<file path="src/rtl/cs_dec_pkg.sv">
package cs_dec_pkg;

    localparam int CS_RANGES  = 6;
    localparam int ADDR_W     = 32;
    localparam int REG_W      = 32;
    localparam int OFS_W      = 8;
    localparam int BLK_LSB    = 16;
    localparam int BASE_W     = ADDR_W - BLK_LSB;
    localparam int MASK_W     = 13;
    localparam int FOLD_BITS  = 3;
    localparam int WAIT_W     = 5;
    localparam int IDX_W      = $clog2(CS_RANGES + 1);
    localparam logic [IDX_W-1:0] NO_HIT_IDX = {IDX_W{1'b1}};

    localparam logic [OFS_W-1:0] CFG_OFS0 = 8'h00;
    localparam logic [OFS_W-1:0] CMP_OFS0 = 8'h40;
    localparam logic [OFS_W-1:0] DFLT_OFS = 8'h80;

    typedef enum logic [1:0] {
        BW_8   = 2'd0,
        BW_16  = 2'd1,
        BW_32  = 2'd2,
        BW_RSV = 2'd3
    } bus_width_e;

    typedef struct packed {
        bus_width_e        width;
        logic [WAIT_W-1:0] waits;
        logic              enable;
    } range_cfg_t;

    typedef struct packed {
        logic [MASK_W-1:0] mask;
        logic [BASE_W-1:0] base;
    } range_cmp_t;

    localparam range_cfg_t CFG_OFF  = '{width: BW_8, waits: {WAIT_W{1'b0}}, enable: 1'b0};
    localparam range_cfg_t BOOT_CFG = '{width: BW_8, waits: {WAIT_W{1'b1}}, enable: 1'b1};
    localparam range_cfg_t DFLT_RST = '{width: BW_8, waits: {WAIT_W{1'b1}}, enable: 1'b0};
    localparam range_cmp_t CMP_OFF  = '{mask: {MASK_W{1'b0}}, base: {BASE_W{1'b0}}};
    localparam range_cmp_t BOOT_CMP = '{mask: 13'h001F, base: 16'h1FC0};

    function automatic logic [OFS_W-1:0] cfg_ofs(input int idx);
        return CFG_OFS0 + OFS_W'(4 * idx);
    endfunction

    function automatic logic [OFS_W-1:0] cmp_ofs(input int idx);
        return CMP_OFS0 + OFS_W'(4 * idx);
    endfunction

    function automatic range_cfg_t unpack_cfg(input logic [REG_W-1:0] w);
        range_cfg_t c;
        c.width  = bus_width_e'(w[31:30]);
        c.waits  = w[WAIT_W:1];
        c.enable = w[0];
        return c;
    endfunction

    function automatic range_cmp_t unpack_cmp(input logic [REG_W-1:0] w);
        range_cmp_t c;
        c.mask = w[BLK_LSB +: MASK_W];
        c.base = w[BASE_W-1:0];
        return c;
    endfunction

    function automatic logic [ADDR_W-1:0] fold_phys(input logic [ADDR_W-1:0] a);
        return {{FOLD_BITS{1'b0}}, a[ADDR_W-FOLD_BITS-1:0]};
    endfunction

    function automatic logic block_hit(input logic [BASE_W-1:0] blk, input range_cmp_t c);
        logic [BASE_W-1:0] care;
        care = ~{{(BASE_W-MASK_W){1'b0}}, c.mask};
        return ((blk ^ c.base) & care) == '0;
    endfunction

endpackage

</file>
<file path="src/rtl/cs_cfg_regs.sv">
module cs_cfg_regs
    import cs_dec_pkg::*;
(
    input  logic                clk,
    input  logic                rst,
    input  logic                wr_en,
    input  logic [OFS_W-1:0]    wr_ofs,
    input  logic [REG_W-1:0]    wr_data,
    output range_cfg_t          cfg_o [CS_RANGES],
    output range_cmp_t          cmp_o [CS_RANGES],
    output range_cfg_t          dflt_o
);

    localparam int CFG_BITS = $bits(range_cfg_t);
    localparam int CMP_BITS = $bits(range_cmp_t);
    localparam int ENTRY_W  = CFG_BITS + CMP_BITS;
    localparam int STATE_W  = CS_RANGES * ENTRY_W + CFG_BITS;

    logic [CS_RANGES-1:0] cfg_we;
    logic [CS_RANGES-1:0] cmp_we;
    logic                 dflt_we;
    logic                 mapped;
    range_cfg_t           new_cfg;
    range_cmp_t           new_cmp;
    range_cfg_t           dflt_q;
    logic [STATE_W-1:0]   state_flat;
    logic                 unused_data_bits;

    assign new_cfg = unpack_cfg(wr_data);
    assign new_cmp = unpack_cmp(wr_data);
    assign dflt_we = wr_en && (wr_ofs == DFLT_OFS);
    assign mapped  = (|cfg_we) || (|cmp_we) || dflt_we;
    assign unused_data_bits = ^{wr_data[29:WAIT_W+1], wr_data[31:BLK_LSB+MASK_W]};

    for (genvar i = 0; i < CS_RANGES; i++) begin : g_win
        localparam range_cfg_t RST_CFG = (i == 0) ? BOOT_CFG : CFG_OFF;
        localparam range_cmp_t RST_CMP = (i == 0) ? BOOT_CMP : CMP_OFF;

        assign cfg_we[i] = wr_en && (wr_ofs == cfg_ofs(i));
        assign cmp_we[i] = wr_en && (wr_ofs == cmp_ofs(i));

        always_ff @(posedge clk) begin
            if (rst) begin
                cfg_o[i] <= RST_CFG;
                cmp_o[i] <= RST_CMP;
            end else begin
                if (cfg_we[i]) cfg_o[i] <= new_cfg;
                if (cmp_we[i]) cmp_o[i] <= new_cmp;
            end
        end
    end

    always_ff @(posedge clk) begin
        if (rst)          dflt_q <= DFLT_RST;
        else if (dflt_we) dflt_q <= new_cfg;
    end

    assign dflt_o = dflt_q;

    always_comb begin
        state_flat = '0;
        for (int i = 0; i < CS_RANGES; i++)
            state_flat[i*ENTRY_W +: ENTRY_W] = {cfg_o[i], cmp_o[i]};
        state_flat[STATE_W-1 -: CFG_BITS] = dflt_q;
    end

    // a write that decodes to no register leaves all state alone
    assert_unmapped_write_R10: assert property (@(posedge clk) disable iff (rst)
        (wr_en && !mapped) |=> $stable(state_flat));

    // at most one register is addressed by any write
    assert_single_target_R9: assert property (@(posedge clk) disable iff (rst)
        $onehot0({cfg_we, cmp_we, dflt_we}));

endmodule

</file>
<file path="src/rtl/cs_window_match.sv">
module cs_window_match
    import cs_dec_pkg::*;
(
    input  logic [ADDR_W-1:0]    addr,
    input  range_cfg_t           cfg   [CS_RANGES],
    input  range_cmp_t           cmp   [CS_RANGES],
    output logic [CS_RANGES-1:0] hit
);

    logic [ADDR_W-1:0] phys;
    logic              unused_low_addr;

    assign phys            = fold_phys(addr);
    assign unused_low_addr = ^phys[BLK_LSB-1:0];

    for (genvar i = 0; i < CS_RANGES; i++) begin : g_cmp
        assign hit[i] = cfg[i].enable && block_hit(phys[ADDR_W-1:BLK_LSB], cmp[i]);
    end

endmodule

</file>
<file path="src/rtl/cs_prio_pick.sv">
module cs_prio_pick
    import cs_dec_pkg::*;
(
    input  logic                 clk,
    input  logic                 rst,
    input  logic [CS_RANGES-1:0] hit,
    input  range_cfg_t           cfg   [CS_RANGES],
    input  range_cfg_t           dflt,
    output logic [CS_RANGES-1:0] cs,
    output logic [IDX_W-1:0]     idx,
    output logic                 miss,
    output range_cfg_t           pick
);

    always_comb begin
        cs   = '0;
        idx  = NO_HIT_IDX;
        miss = 1'b1;
        pick = dflt;
        for (int i = CS_RANGES - 1; i >= 0; i--) begin
            if (hit[i]) begin
                cs    = '0;
                cs[i] = 1'b1;
                idx   = IDX_W'(i);
                miss  = 1'b0;
                pick  = cfg[i];
            end
        end
    end

    // one-hot select, miss flag consistent with it
    assert_onehot_select_R6: assert property (@(posedge clk) disable iff (rst)
        $onehot0(cs) && (miss == (cs == '0)));

    // a miss presents the fallback word
    assert_fallback_on_miss_R8: assert property (@(posedge clk) disable iff (rst)
        miss |-> (pick == dflt) && (idx == NO_HIT_IDX));

    for (genvar i = 0; i < CS_RANGES; i++) begin : g_chk
        localparam logic [CS_RANGES-1:0] LOWER = CS_RANGES'((1 << i) - 1);

        // a selected window has no lower-numbered matching rival
        assert_lowest_wins_R5: assert property (@(posedge clk) disable iff (rst)
            cs[i] |-> hit[i] && ((hit & LOWER) == '0));

        // a hit presents that window's configuration
        assert_hit_fields_R7: assert property (@(posedge clk) disable iff (rst)
            cs[i] |-> (pick == cfg[i]) && (idx == IDX_W'(i)));
    end

endmodule

</file>
<file path="src/rtl/cs_range_decoder.sv">
module cs_range_decoder
    import cs_dec_pkg::*;
(
    input  logic                 clk,
    input  logic                 rst,
    input  logic                 reg_wr_en,
    input  logic [OFS_W-1:0]     reg_wr_ofs,
    input  logic [REG_W-1:0]     reg_wr_data,
    input  logic [ADDR_W-1:0]    bus_addr,
    output logic [CS_RANGES-1:0] cs_sel,
    output logic [IDX_W-1:0]     sel_idx,
    output logic                 no_match,
    output logic [1:0]           sel_width,
    output logic [WAIT_W-1:0]    sel_waits,
    output logic                 sel_enable
);

    range_cfg_t           cfg  [CS_RANGES];
    range_cmp_t           cmp  [CS_RANGES];
    range_cfg_t           dflt;
    range_cfg_t           pick;
    logic [CS_RANGES-1:0] hit;

    cs_cfg_regs u_regs (
        .clk     (clk),
        .rst     (rst),
        .wr_en   (reg_wr_en),
        .wr_ofs  (reg_wr_ofs),
        .wr_data (reg_wr_data),
        .cfg_o   (cfg),
        .cmp_o   (cmp),
        .dflt_o  (dflt)
    );

    cs_window_match u_match (
        .addr (bus_addr),
        .cfg  (cfg),
        .cmp  (cmp),
        .hit  (hit)
    );

    cs_prio_pick u_pick (
        .clk  (clk),
        .rst  (rst),
        .hit  (hit),
        .cfg  (cfg),
        .dflt (dflt),
        .cs   (cs_sel),
        .idx  (sel_idx),
        .miss (no_match),
        .pick (pick)
    );

    assign sel_width  = pick.width;
    assign sel_waits  = pick.waits;
    assign sel_enable = pick.enable;

    for (genvar i = 0; i < CS_RANGES; i++) begin : g_guard
        // a disabled window is never selected
        assert_disabled_quiet_R4: assert property (@(posedge clk) disable iff (rst)
            cs_sel[i] |-> cfg[i].enable);

        // clearing the enable removes the select from the next cycle
        assert_disable_write_R9: assert property (@(posedge clk) disable iff (rst)
            (reg_wr_en && (reg_wr_ofs == cfg_ofs(i)) && !reg_wr_data[0]) |=> !cs_sel[i]);
    end

endmodule

</file>
<file path="config.mk">
export PLATFORM = sky130hd
export DESIGN_NAME = cs_range_decoder
export DESIGN_NICKNAME = d
export VERILOG_FILES = /design/src/rtl/cs_dec_pkg.sv /design/src/rtl/cs_cfg_regs.sv /design/src/rtl/cs_window_match.sv /design/src/rtl/cs_prio_pick.sv /design/src/rtl/cs_range_decoder.sv
export SDC_FILE = /design/constraint.sdc
export NUM_CORES = 1
export LEC_CHECK = 0
export ABC_CLOCK_PERIOD_IN_PS = 2100
export BUFFER_PORTS_ARGS = -buffer_cell sky130_fd_sc_hd__buf_2
export CAP_MARGIN = 15
export CORE_UTILIZATION = 43
export CTS_BUF_LIST = sky130_fd_sc_hd__clkbuf_16
export DETAILED_ROUTE_END_ITERATION = 16
export PLACE_DENSITY_LB_ADDON = 0.15
export RECOVER_POWER = 25
export SYNTH_ARGS = -nofsm -noshare
export SYNTH_HDL_FRONTEND = slang
export SYNTH_SLANG_ARGS = --single-unit
</file>
<file path="constraint.sdc">
create_clock -name clk -period 2.1 [get_ports clk]
set_input_delay 0.21 -clock clk [delete_from_list [all_inputs] [get_ports clk]]
set_output_delay 0.21 -clock clk [all_outputs]
set_load 0.03 [all_outputs]
</file>
# Word-level counts from Yosys, hierarchy flattened
# Cells that the tools add are included.
# Widths: inputs -> output; s select.
dict set report totals {
  elab_cells 113
  input_bits 75
  ff_bits 230
}
dict set report op_classes {
  reduce_logical 26
  bitwise_logic 18
  eq_ne 12
  muxes 24
}
# cell count
set ops {}
lappend ops {{$and 16x16->16} 6}
lappend ops {{$logic_not 16->1} 6}
lappend ops {{$not 13->16} 6}
lappend ops {{$xor 13x16->16} 6}
lappend ops {{$eq 8x7->1 const B} 6}
lappend ops {{$mux 8} 6}
lappend ops {{$mux 6} 6}
lappend ops {{$logic_and 1x1->1} 19}
lappend ops {{$eq 8x4->1 const B} 2}
lappend ops {{$eq 8x5->1 const B} 2}
lappend ops {{$mux 3} 4}
lappend ops {{$eq 8x3->1 const B} 1}
lappend ops {{$eq 8x8->1 const B} 1}
lappend ops {{$logic_not 8->1} 1}
lappend ops {{$mux 1} 6}
lappend ops {{$mux 2} 2}

# Longest topological paths before layout
# Gate-level depths: netlist of the first run.
dict set report depth {
  depth_word 10
  mapped_depth 9
}

# Modules after synthesis
# A second synthesis of the first run with hierarchy kept.
dict set report hier_totals {
  hier_cells 1049
  area_unflattened_um2 10872.9
}
# module area_per_inst_um2 seq_area_each_um2 instances cells_per_inst
set modules_own_cells {}
lappend modules_own_cells {cs_cfg_regs 9058.7 4604.4 1 823}
lappend modules_own_cells {cs_window_match 1233.7 0.0 1 151}
lappend modules_own_cells {cs_prio_pick 580.6 0.0 1 75}

# Worst setup path after synthesis of the first run
# Ideal clock, no wire load.
dict set report synth_path {
  path_kind {input port to output port}
  from {input port bus_addr[25]}
  to {output port sel_width[1]}
  path_slack_ns -0.418
  stages 8
  required_time_ns 1.890
  arrival_ns 2.308
  path_buffers 1
  path_cell_list {buf_4 -> xnor2_1 -> o22ai_1 -> nor4_1 -> o2111ai_2 -> mux2i_1 -> a211o_2 -> a22oi_1}
}
dict set report synth_between {
  elab_chain_cells 10
}
# item line
set synth_rtl {}
lappend synth_rtl {{start: declaration} cs_range_decoder.sv:9} ;# input logic [ADDR_W-1:0] bus_addr,
lappend synth_rtl {{$xor 13x16->16} cs_dec_pkg.sv:73} ;# return ((blk ^ c.base) & care) == '0;
lappend synth_rtl {{$and 16x16->16} cs_dec_pkg.sv:73}
lappend synth_rtl {{$logic_not 16->1} cs_dec_pkg.sv:73}
lappend synth_rtl {{$logic_and 1x1->1} cs_window_match.sv:17} ;# assign hit[i] = cfg[i].enable && block_hit(phys[ADDR_W-1:BLK_LSB], cmp[i]);
lappend synth_rtl {{$mux 8 (5 in series)} cs_prio_pick.sv:21} ;# if (hit[i]) begin
lappend synth_rtl {{$mux 8 (*)} cs_prio_pick.sv:21}
lappend synth_rtl {{end: declaration} cs_range_decoder.sv:13} ;# output logic [1:0] sel_width,
# Every way passes the cells marked *; elsewhere a longest branch is shown, timed or not.

# Final worst setup path of the first run
dict set report layout_path {
  from {register u_regs.cmp_o[124] (netlist bit)}
  to {output port sel_waits[3]}
}
dict set report layout_between {
  elab_chain_cells 6
}
# item line
set layout_rtl {}
lappend layout_rtl {{start: declaration} cs_cfg_regs.sv:10} ;# output range_cmp_t cmp_o [CS_RANGES],
lappend layout_rtl {{start signal: indexed assignment} cs_cfg_regs.sv:48} ;# if (cmp_we[i]) cmp_o[i] <= new_cmp;
lappend layout_rtl {{$xor 13x16->16} cs_dec_pkg.sv:73}
lappend layout_rtl {{$and 16x16->16} cs_dec_pkg.sv:73}
lappend layout_rtl {{$logic_not 16->1} cs_dec_pkg.sv:73}
lappend layout_rtl {{$logic_and 1x1->1} cs_window_match.sv:17}
lappend layout_rtl {{$mux 8 (2 in series)} cs_prio_pick.sv:21}
lappend layout_rtl {{end: declaration} cs_range_decoder.sv:14} ;# output logic [WAIT_W-1:0] sel_waits,
# No other way between the ends.

==> results of run 1 <==
## flip-flops by register name (all words and copies together) (netlist names)
register and cells:
u_regs.cfg_o 48, u_regs.cmp_o 174, u_regs.dflt_o 8
## critical path, stage by stage, from the launching register on
cell,delay [ns]
dfxtp_2,0.34
xnor2_2,0.10
buf_4,0.15
o22ai_4,0.08
nor4_2,0.31
buf_4,0.19
o2111ai_4,0.16
buf_8,0.20
o21a_1,0.18
a21oi_2,0.12
buf_4,0.13
a21oi_4,0.03
buf_6,0.13
## layout make-up
type                       count  area [um2]
fill                        1996        9650
multi-input combinational    856        5260
sequential                   230        4620
timing repair buffer         174        1380
clock buffer                  25         626
tap                          280         350
clock inverter                19         186
inverter                       3        20.0
antenna                        1        2.50
## timing repair
item / in CTS / in global routing
cloned: 1 / 2
endpoints found under the setup margin: 18 / 18
gates resized for setup: 93 / 39
hold buffers: 12 / 0
hold endpoints to repair: 36 / 0
setup buffers: 4 / 2
pin swaps: 21 / 15
## routing by layer
layer  up-vias  routed length, um  part of all wire (%)
met5         -                  0                     0
met4         0                577                   1.9
met3        38               1760                   5.7
met2       242              13900                    45
met1      4052              14400                    47
li1       4170                  -                     -
## kinds of logic (layout without fill, tap and decap cells)
| kind of cell | Yosys count | in the layout | synth area share, % |
|---|---|---|---|
| AOI/OAI and AO/OA | 223 | 223 | 13.2 |
| xor gates and xnor gates | 78 | 78 | 7.33 |
| buffers and inverters | 91 | 221 | 4.54 |
| DFF | 230 | 230 | 46.8 |
| muxes | 71 | 71 | 7.23 |
| other | 0 | 1 | 0 |
| and+or+nand+nor | 483 | 484 | 20.9 |
## cells in the final DEF (no fill, tap or decap), types with 7 or more instances in the layout
master,n
a211o_1,9
a21oi_1,144
a221oi_1,7
buf_2,52
buf_4,65
buf_6,30
clkbuf_16,25
dfxtp_1,215
dfxtp_2,15
dlygate4sd3_1,12
mux2i_1,71
nand2_1,327
nand3_1,11
nand3b_1,20
nor2_1,77
o22ai_1,25
o22ai_2,10
xnor2_1,53
xnor2_2,23
## through the flow
stage / instance area (um2) / setup WS [ns] / util (%)
floorplan: 9950 / -0.136 / -
global placement: 11000 / -0.481 / 49.6
detailed placement: 11000 / -0.465 / 49.6
CTS: 12300 / -0.768 / 55.7
global route: 12400 / -0.869 / 56.3
finish: 12400 / -0.770 / 56.3
## worst paths after layout
path / startpoint / end / slack (ns) / cells after the start
setup reg to reg: u_regs.dflt_o[5] / u_regs.dflt_o[5] / 1.26 / 2
setup / recovery: u_regs.cmp_o[124] / sel_waits[3] / -0.77 / 12
hold / removal: reg_wr_data[26] / u_regs.cmp_o[142] / 0.02 / 3
hold reg to reg: u_regs.cmp_o[106] / u_regs.cmp_o[106] / 0.45 / 2
## power groups by stage
stage,registers [mW],logic (mW),clock network (mW)
floorplan,4.47,0.265,0
global placement,4.47,0.515,0
detailed placement,4.47,0.512,0
CTS,4.37,0.558,4.47
global route,4.37,0.600,4.70
finish,4.37,0.575,4.41
==> flow_summary.yaml, run 1 <==
layout:
  drive_above_1_share_pct: 21.7
  final-instance-count-excl-fill: 1588
  synthToLayoutAreaGrowth_pct: 26.6
  nNetsFinal: 1365
place:
  port_buffers: 72
  place_inst: 1525
  dp_hpwl_um: 20300
  globalplace.congestion: 0.859
detailed_routing:
  antenna_left: 0
  route.detailed.drc: 0
  drt_iter0_markers: 687
  wl_per_cell_um: 19.3
  route.vias.total: 8502
  drt_first_pass_iters: 5
  drt-total-wl_um: 30700
  vias_per_cell: 5.35
pwr:
  irDropWorstVdd_uv: 528
  powerDensity_mw_per_mm2: 752
  p_comb_share_pct: 6.1
  power_mw: 9.36
  pwr-share-clk_pct: 47.1
  switching_share_pct: 22.8
  seq_power_share_pct: 46.7
  p_int_mw: 7.23
  p_leak_nw: 4.87
  p_sw_mw: 2.13
yosys:
  synth_top_area_share_pct: 46.8
  ys_warn_count: 0
  synth_common_cells: "nand2_1, dfxtp_1, a21oi_1, nor2_1, xnor2_1"
  ys_types: 39
  avgSynthCellArea_um2: 8.36
  async_flop_share_pct: 0
  postSynthRegisterBits: 230
  netlist_instances: 1176
  yosysSeqAreaShare_pct: 46.8
  yosysMostFrequentCell: "nand2_1"
  ys.flop_type: "dfxtp_1"
  yosysTopAreaCell: "dfxtp_1"
  synthTopCellsByArea: "dfxtp_1, nand2_1, a21oi_1"
  synthesis.nets: 1251
  synth_edf_count: 0
  netlist_area_mm2: 0.00983
setup_path:
  crit_path_max_fanout: 6
  path_class: "reg -> out"
  cp-end-kind: "primary output"
  crit_path_start_kind: "flop"
  critPathArrivalTime_ns: 2.66
  required_ns: 1.89
outcome:
  violations: "negative setup slack"
  status: "finished with violations"
clock_tree:
  clk_latency_ns: 0.51
  cts_sinks: 230
  cts_buffers: 25
  cts-htree-levels: 1
  clk_pin_slew_worst_paths_ns: 0.06
  root_buffer: "clkbuf_16"
  clk_path_buf_depth: 3
  cts_tree: "built"
sta:
  final-setup-viol-count: 18
  fin_crit_sh_pct: 137
  setup_slack_ns: -0.770
  fmax_mhz: 348
  hold_violations: 0
  holdWs_ns: 0.0199
  clock-skew-final_ns: 0
  finalCriticalPeriod_ns: 2.87
  max-slew-margin-rel_pct: 22.2
  slew_violations: 0
  tightest_slew_ns: 1.15
  tns_ns: -11.46
  rsz0062_at_grt: "yes"
job:
  drv_cap: 0
global_route:
  grt_pass1_vias: 8002
  busiest_layer: "met2"
  grt.total_usage_pct: 26.0
  grt_use_met3_pct: 3.32
  grt_use_met2_pct: 40.6
  grt_overflow_total: 0
  grt_pass1_wl_um: 46900
  antenna_found_initial: 2
  grt_max_degree: 51
  grt_util_met1_pct: 37.4
floorplan:
  num_rows: 54
  die_y_um: 153
  die_x_um: 153
  io_pins: 93
  start_util_pct: 44.5
  fp.dieArea_mm2: 0.0235
  fp.coreArea_mm2: 0.0221
worst_hold_path:
  min_path_type: "in -> reg"
Power figures use the tool's default switching activity.
==> run 2: changes to the inputs <==
Settings changed: HOLD_SLACK_MARGIN set to 0.03.
==> run 2 against run 1 <==
Net effect:
- critical endpoint is now sel_width[0]
- first-iteration DRC count is 0.58% higher
- total power rose by 0.18%
- combinational power is 2% higher
- critical path type unchanged
- largest cell class unchanged
- the run still ends with negative setup slack left
==> flow_summary.yaml, run 2 (same netlist as run 1, synthesis figures left out) <==
setup_path:
  required_ns: 1.89
  crit_path_max_fanout: 9
  reg2regPathDepth: 2
  crit_path_start_kind: "flop"
  critPathArrivalTime_ns: 2.63
  cp-end-kind: "primary output"
  path_class: "reg -> out"
detailed_routing:
  vias_per_cell: 5.33
  antenna_left: 0
  top_layer: "met4"
  wl_met2_um: 13800
  wl_per_cell_um: 19.1
  drt-total-wl_um: 30500
  drt_iter0_markers: 691
  route.detailed.drc: 0
  route.vias.total: 8504
  drt_first_pass_iters: 5
  wl_met3_um: 1770
  wl_met1_um: 14300
floorplan:
  die_y_um: 153
  start_util_pct: 44.5
  fp.coreArea_mm2: 0.0221
  die_x_um: 153
  io_pins: 93
  fp.dieArea_mm2: 0.0235
  num_rows: 54
sta:
  fmax_mhz: 352
  rsz0062_at_grt: "yes"
  fin_crit_sh_pct: 135
  max-slew-margin-rel_pct: 22.3
  hold_violations: 0
  clock-skew-final_ns: 0
  slew_violations: 0
  finalCriticalPeriod_ns: 2.84
  holdWs_ns: 0.0557
  final-setup-viol-count: 18
  setup_slack_ns: -0.744
  tightest_slew_ns: 1.15
job:
  drv_cap: 0
pwr:
  irDropWorstVdd_uv: 532
  power_mw: 9.37
  p_leak_nw: 4.88
  powerDensity_mw_per_mm2: 754
global_route:
  antenna_found_initial: 1
  grt_pass1_wl_um: 47200
  grt_pass1_vias: 8057
  grt_max_degree: 51
  grt.total_usage_pct: 26.1
  grt_overflow_total: 0
worst_hold_path:
  min_path_type: "in -> reg"
  hold_depth: 3
layout:
  regMostFlops: "u_regs.cmp_o"
  final_cell_mix: "nand2_1, dfxtp_1, a21oi_1"
  nFillCells: 2005
  largest_reg_flops: 174
  final_common_cell: "nand2_1"
  nNetsFinal: 1373
  fin_area_mm2: 0.0124
  antenna_cells: 0
  drive_above_1_share_pct: 20.9
  synthToLayoutAreaGrowth_pct: 26.4
clock_tree:
  cts_tree: "built"
  cts_sinks: 230
  clk_pin_slew_worst_paths_ns: 0.06
  cts_buffers: 25
  root_buffer: "clkbuf_16"
  clk_latency_ns: 0.52
  clk_path_buf_depth: 3
  cts-htree-levels: 1
outcome:
  status: "finished with violations"
  violations: "negative setup slack"
place:
  post-place-ws_ns: -0.465
  port_buffers: 72
  post_dp_cell_area_mm2: 0.0110
  dp_hpwl_um: 20300
  globalplace.congestion: 0.859
-- run 2: cell count changes in the layout (fill, tap and decap cells not counted), moves of 2 or more --
cell	delta
buf_4	+4
buf_6	-4
dlygate4sd3_1	+10
nor2_1	+3
nor2_4	-3
xnor2_1	+2
xnor2_2	-2
-- run 2: stage by stage --
stage                     cells  setup TNS (ns)  util, %
after floorplan            1176          -0.773        -
after global placement     1525           -5.07     49.6
after detailed placement   1525           -5.11     49.6
after CTS                  1595          -10.74     56.2
after global routing       1595          -16.62     56.2
final                      1595          -10.69     56.2
-- run 2: final timing paths --
path	startpoint	to	slack [ns]
max	u_regs.cmp_o[6]	sel_width[0]	-0.74
min reg2reg	u_regs.cmp_o[106]	u_regs.cmp_o[106]	0.45
min	reg_wr_data[16]	u_regs.cmp_o[103]	0.06
max reg2reg	u_regs.dflt_o[5]	u_regs.dflt_o[5]	1.27
-- run 2: where the power goes --
part           switching, mW  internal (mW)  total [mW]
Sequential           0.00401           4.37        4.37
Clock                   1.77           2.64        4.42
Combinational          0.357          0.227       0.584
-- run 2: layout make-up --
class                           count  area, um2  area share, %
Inverter                            3       20.0          0.161
Tap cell                          280        350           2.82
Clock buffer                       25        626           5.03
Clock inverter                     19        186           1.50
Sequential cell                   230       4620           37.2
Multi-Input combinational cell    855       5170           41.6
Timing Repair Buffer              183       1450           11.7
-- run 2: timing repair --
action | 4_1_cts | 5_1_grt
setup buffers | 4 | 0
hold buffers | 22 | 0
gates cloned | 1 | 0
endpoints found under the hold margin | 101 | 0
setup endpoints to repair | 18 | 18
gates resized for setup | 93 | 18
pin swaps | 21 | 10
-- run 2: metal layers --
| layer | global-route usage, % | vias to the layer above |
|---|---|---|
| met4 | 7.50 | 0 |
| met5 | 0 | - |
| met3 | 3.26 | 38 |
| li1 | - | 4184 |
| met1 | 37.5 | 4053 |
| met2 | 41.0 | 229 |
-- run 2: worst max-delay path: stages, from the launching register on --
cell	delay [ns]
dfxtp_1	0.37
xnor2_2	0.13
o22ai_2	0.12
nor4_2	0.33
o2111ai_2	0.19
buf_12	0.20
mux2i_1	0.11
a211o_1	0.30
a22oi_2	0.20
buf_6	0.16
